===== src/rtl/lin_hdr_tx_pkg.sv =====
`timescale 1ns/1ps
package lin_hdr_tx_pkg;

    localparam int unsigned MIN_BRK = 13;
    localparam int unsigned BYTE_W  = 8;
    localparam int unsigned PHASE_W = 4;

    typedef enum logic [1:0] {
        BRK_IDLE = 2'd0,
        BRK_WAIT = 2'd1,
        BRK_LOW  = 2'd2
    } brk_st_t;

    typedef struct packed {
        logic               busy;
        logic [PHASE_W-1:0] phase;  // 0 start, 1..8 data, 9/10 stop
        logic [BYTE_W-1:0]  data;
        logic               two;
    } chr_state_t;

    function automatic logic [PHASE_W-1:0] last_phase(input logic two);
        return two ? PHASE_W'(10) : PHASE_W'(9);
    endfunction

    function automatic logic frame_bit(input chr_state_t s);
        if (!s.busy)
            return 1'b1;
        if (s.phase == '0)
            return 1'b0;
        return s.data[0];
    endfunction

endpackage


===== src/rtl/lin_tx_hold.sv =====
`timescale 1ns/1ps
module lin_tx_hold
    import lin_hdr_tx_pkg::*;
(
    input  logic              clk,
    input  logic              rst,
    input  logic              wr,
    input  logic [BYTE_W-1:0] wdata,
    input  logic              take,
    output logic              full,
    output logic [BYTE_W-1:0] byte_q
);
    always_ff @(posedge clk) begin
        if (rst) begin
            full   <= 1'b0;
            byte_q <= '0;
        end else if (take) begin
            full <= 1'b0;
        end else if (wr && !full) begin
            full   <= 1'b1;
            byte_q <= wdata;
        end
    end
endmodule


===== src/rtl/lin_brk_unit.sv =====
`timescale 1ns/1ps
module lin_brk_unit
    import lin_hdr_tx_pkg::*;
#(
    parameter int LEN_W = 6
) (
    input  logic             clk,
    input  logic             rst,
    input  logic             bit_tick,
    input  logic             req,
    input  logic             slot_free,
    input  logic [LEN_W-1:0] len,
    output logic             pend,
    output logic             low
);
    localparam logic [LEN_W-1:0] MIN_LEN = LEN_W'(MIN_BRK);

    brk_st_t          st;
    logic [LEN_W-1:0] cnt;
    logic [LEN_W-1:0] eff;

    assign eff = (len < MIN_LEN) ? MIN_LEN : len;

    always_ff @(posedge clk) begin
        if (rst) begin
            st  <= BRK_IDLE;
            cnt <= '0;
        end else begin
            case (st)
                BRK_IDLE: if (req) st <= BRK_WAIT;
                BRK_WAIT: if (bit_tick && slot_free) begin
                    st  <= BRK_LOW;
                    cnt <= eff - LEN_W'(1);
                end
                BRK_LOW: if (bit_tick) begin
                    if (cnt == '0) st <= BRK_IDLE;
                    else           cnt <= cnt - LEN_W'(1);
                end
                default: st <= BRK_IDLE;
            endcase
        end
    end

    assign pend = (st != BRK_IDLE);
    assign low  = (st == BRK_LOW);
endmodule


===== src/rtl/lin_char_shift.sv =====
`timescale 1ns/1ps
module lin_char_shift
    import lin_hdr_tx_pkg::*;
(
    input  logic              clk,
    input  logic              rst,
    input  logic              bit_tick,
    input  logic              load,
    input  logic [BYTE_W-1:0] byte_in,
    input  logic              two_stop,
    output logic              active,
    output logic              slot_free,
    output logic              line
);
    chr_state_t s;

    always_ff @(posedge clk) begin
        if (rst) begin
            s <= '0;
        end else if (load) begin
            s.busy  <= 1'b1;
            s.phase <= '0;
            s.data  <= byte_in;
            s.two   <= two_stop;
        end else if (bit_tick && s.busy) begin
            if (s.phase == last_phase(s.two)) begin
                s.busy <= 1'b0;
            end else begin
                s.phase <= s.phase + PHASE_W'(1);
                if (s.phase != '0)
                    s.data <= {1'b1, s.data[BYTE_W-1:1]};
            end
        end
    end

    assign active    = s.busy;
    assign slot_free = !s.busy || (s.phase == last_phase(s.two));
    assign line      = frame_bit(s);
endmodule


===== src/rtl/lin_hdr_tx.sv =====
`timescale 1ns/1ps
module lin_hdr_tx
    import lin_hdr_tx_pkg::*;
#(
    parameter int LEN_W = 6
) (
    input  logic             clk,
    input  logic             rst,
    input  logic             bit_tick,
    input  logic [LEN_W-1:0] brk_len,
    input  logic             brk_req,
    input  logic             two_stop,
    input  logic             tx_wr,
    input  logic [7:0]       tx_data,
    output logic             txd,
    output logic             hold_empty,
    output logic             tx_idle,
    output logic             brk_pend
);
    logic              hold_full;
    logic [BYTE_W-1:0] hold_byte;
    logic              chr_active;
    logic              chr_slot;
    logic              chr_line;
    logic              brk_low;
    logic              load;

    assign load = bit_tick && chr_slot && hold_full && !brk_pend;

    lin_tx_hold u_hold (
        .clk    (clk),
        .rst    (rst),
        .wr     (tx_wr),
        .wdata  (tx_data),
        .take   (load),
        .full   (hold_full),
        .byte_q (hold_byte)
    );

    lin_brk_unit #(.LEN_W(LEN_W)) u_brk (
        .clk       (clk),
        .rst       (rst),
        .bit_tick  (bit_tick),
        .req       (brk_req),
        .slot_free (chr_slot),
        .len       (brk_len),
        .pend      (brk_pend),
        .low       (brk_low)
    );

    lin_char_shift u_chr (
        .clk       (clk),
        .rst       (rst),
        .bit_tick  (bit_tick),
        .load      (load),
        .byte_in   (hold_byte),
        .two_stop  (two_stop),
        .active    (chr_active),
        .slot_free (chr_slot),
        .line      (chr_line)
    );

    assign txd        = chr_line && !brk_low;
    assign hold_empty = !hold_full;
    assign tx_idle    = !chr_active && !brk_pend;
endmodule


===== config.mk =====
export PLATFORM = sky130hd
export DESIGN_NAME = lin_hdr_tx
export DESIGN_NICKNAME = d
export VERILOG_FILES = /design/src/rtl/lin_hdr_tx_pkg.sv /design/src/rtl/lin_tx_hold.sv /design/src/rtl/lin_brk_unit.sv /design/src/rtl/lin_char_shift.sv /design/src/rtl/lin_hdr_tx.sv
export SDC_FILE = /design/constraint.sdc
export NUM_CORES = 1
export LEC_CHECK = 0
export BUFFER_PORTS_ARGS = -buffer_cell sky130_fd_sc_hd__buf_2
export CORE_ASPECT_RATIO = 0.5
export CORE_MARGIN = 1.5
export CORE_UTILIZATION = 25
export CTS_CLUSTER_SIZE = 10
export DETAILED_ROUTE_END_ITERATION = 7
export GPL_ROUTABILITY_DRIVEN = 1
export SETUP_SLACK_MARGIN = 0.4
export SLEW_MARGIN = 15
export SYNTH_ARGS = -nofsm -noshare
export SYNTH_HDL_FRONTEND = slang
export SYNTH_SLANG_ARGS = --single-unit

===== constraint.sdc =====
create_clock -name clk -period 2.5 [get_ports clk]
set_input_delay 0.25 -clock clk [delete_from_list [all_inputs] [get_ports clk]]
set_output_delay 0.25 -clock clk [all_outputs]
set_load 0.01 [all_outputs]

==> impl_metrics.toml <==
[grt]
grt_max_degree = 31
antenna_found_initial = 0
grt_usage_pct = 11.71
grt_pass1_vias = 1461
grt_first_pass_wirelength_mm = 6.568
grt_overflow = 0

[drt]
wl_per_cell_um = 12.72
antenna_left = 0
vias = 1496
finalWirelength_mm = 3.919
drt_iter0_markers = 77
routed_via_density = 4.857
dr.pass1.iters = 4
drc_errors = 0

[logic_synthesis]
synth_area_mm2 = 0.001663
ys_seq_area_share_pct = 37.32
yosys_most_used_dff = "dfxtp_1"
yosys_register_bits = 31
syn-instance-count = 196
async_flop_share_pct = 0
synth.avg_cell_area_um2 = 8.484
yosysUniqueCellTypes = 43
syn_nets = 219
yosysWarnings = 0
synth_edf_count = 0

[timing]
drv_slew = 0
fin_crit_sh_pct = 78.81
grt_setup_unrepaired = "no"
min_period_ns = 1.970
setup_tns_ns = 0
fmax_mhz = 507.6
worst_pin_slew_ns = 0.5766
finalClockSkew_ns = 0.004055
finalHoldViolCount = 0
slew_headroom_pct = 61.56
finalSetupViolations = 0

[critical_path]
crit_chain = "or3b_1, a2111o_1, a31o_2, o21ai_0, o311ai_0"
critPathSlowestCell = "a2111o_1"
critPathLaunchType = "register"
r2r_cells = 5
crit_fanout = 6
cp_slowest_stage_delay_ns = 0.45
worstReg2RegEnd = "u_brk.cnt[4]"
ff2ff_setup_slack_ns = 0.53
end_kind = "register"
arrival_ns = 2.11
path_class = "register to register"
critical_path_required_ns = 2.64
reg2reg_from = "u_chr.s[10]"

[run_status]
status = "finished clean"

[cts]
cts.sinks = 31
cts_repair_resize_count = 0
clock_path_buffers = 2
cts_root_buffer = "clkbuf_16"
cts_hold_buf = 0
htreeDepth = 2
cts_tree = "done"
cts_made_buffers = 5
postCtsSetupBuffers = 0
clk_pin_slew_ns = 0.05
insertion_delay_ns = 0.27

[placed_design]
dp_hpwl_mm = 2.837
placed_area_mm2 = 0.001868
gp_congestion = 0.8273
numPortBuffers = 23

[cells_and_area]
fill_cells = 630
final_area_mm2 = 0.002072
diodes = 0
drive_gt1_share_pct = 20.00
area_delta_synth_final_pct = 24.61
finalNetCount = 242

[power]
vdd_drop_max_mv = 0.3062
powerDensity_mw_per_mm2 = 725.3
fin_total_pwr_uw = 1503
p_leak_uw = 0.0007706

[floorplan]
rows = 20
die_y_um = 60.67
io_pins = 24
floorplan.initialDensity_pct = 26.69
die_x_um = 118.3
core_mm2 = 0.006231
dieArea_mm2 = 0.007179

[hold_path]
hold_path_depth = 3
hold_class = "primary input to register"
min_to = "u_hold.full"
holdCritStartpoint = "tx_wr"

[run]
max-cap-violations = 0
## worst max-delay path, delay by kind of cell, from the launching register on
kind               cells  cell delay, ns
DFF                    1            0.35
AOI/OAI and AO/OA      4            1.05
and+or+nand+nor        1            0.43
## final cells by class
cell class,count,area [um2],share of cell area (%)
Multi-Input combinational cell,148,991.0,47.83
Sequential cell,31,621.8,30.01
Timing Repair Buffer,25,130.1,6.280
Clock buffer,6,128.9,6.220
Tap cell,88,110.1,5.314
Clock inverter,2,60.06,2.899
Inverter,8,30.03,1.449
## cells in the mapped netlist (2+ instances only)
master	count	area (um2)
xnor2_1	2	17.52
nor2b_1	5	31.28
dfxtp_1	31	620.6
o21ai_0	9	45.04
nor3_1	4	20.02
or3_1	2	12.51
nand2_1	9	33.78
a211o_1	2	17.52
or2_2	2	12.51
ha_1	3	37.54
o221ai_1	2	17.52
nand3_1	4	20.02
nor3b_1	8	60.06
o31ai_1	3	22.52
nor2_1	29	108.9
clkbuf_1	8	30.03
a21oi_1	14	70.07
inv_1	8	30.03
nand2b_1	6	37.54
mux2i_1	16	160.2
o2bb2ai_1	7	61.31
## cell usage in the layout (no fill, tap or decap), drive strengths merged, types with 3 or more instances in the layout
master,instances
o31ai,3
buf,25
dfxtp,31
nor2b,5
nor3,5
nand2,9
a21oi,15
nor2,30
ha,3
nor3b,8
nand2b,6
o2bb2ai,7
mux2i,16
inv,8
nand3,4
clkbuf,6
o21ai,9
## stage by stage
| stage | std cells | setup slack (ns) | util, % | hold WS (ns) |
|---|---|---|---|---|
| 2_1_floorplan | 196 | 0.6685 | - | 0.3658 |
| 3_3_place_gp | 300 | 0.5704 | 29.98 | 0.4471 |
| 3_5_place_dp | 300 | 0.5266 | 29.98 | 0.4521 |
| 4_1_cts | 308 | 0.5007 | 33.01 | 0.1970 |
| 5_1_grt | 308 | 0.4191 | 33.25 | 0.2266 |
| 6_report | 308 | 0.5298 | 33.25 | 0.1969 |
## report_power, final
part | switching, uW | internal [uW]
clock | 209 | 571
sequential | 23.4 | 519
combinational | 102 | 78.7
## registers in the layout, indices dropped and copies added, names as in the netlist
signal / count
u_brk.st: 2
u_hold.full: 1
u_brk.cnt: 6
u_hold.byte_q: 8
u_chr.active: 1
u_chr.s: 13
## how the worst max path moves through the flow
stage,startpoint,cells past startpoint,to
floorplan,u_chr.s[9],5,u_brk.cnt[4]
global placement,u_chr.s[9],5,u_brk.cnt[4]
detailed placement,u_chr.s[9],5,u_brk.cnt[4]
CTS,u_chr.s[9],5,u_brk.cnt[4]
global route,u_chr.s[10],5,u_brk.cnt[0]
finish,u_chr.s[10],5,u_brk.cnt[4]
## kinds of logic after synthesis
family | after synthesis | share of synthesized area, %
adder cells (fa/ha/maj) | 3 | 2.258
AND/OR/NAND/NOR | 77 | 23.85
flip-flops | 31 | 37.32
multiplexers | 17 | 10.31
AO/OA/AOI/OAI | 49 | 21.30
XOR/XNOR | 2 | 1.054
buffers and inverters | 17 | 3.913
## metal layers
metal  global-route usage (%)  up-vias  share of wire, %
met5                        0        -                 0
li1                         -      756                 -
met3                    4.229        8               6.5
met4                    6.446        0               1.6
met1                    12.92      702                45
met2                    20.60       30                47
Note: power is estimated with default switching activity, not from simulation.
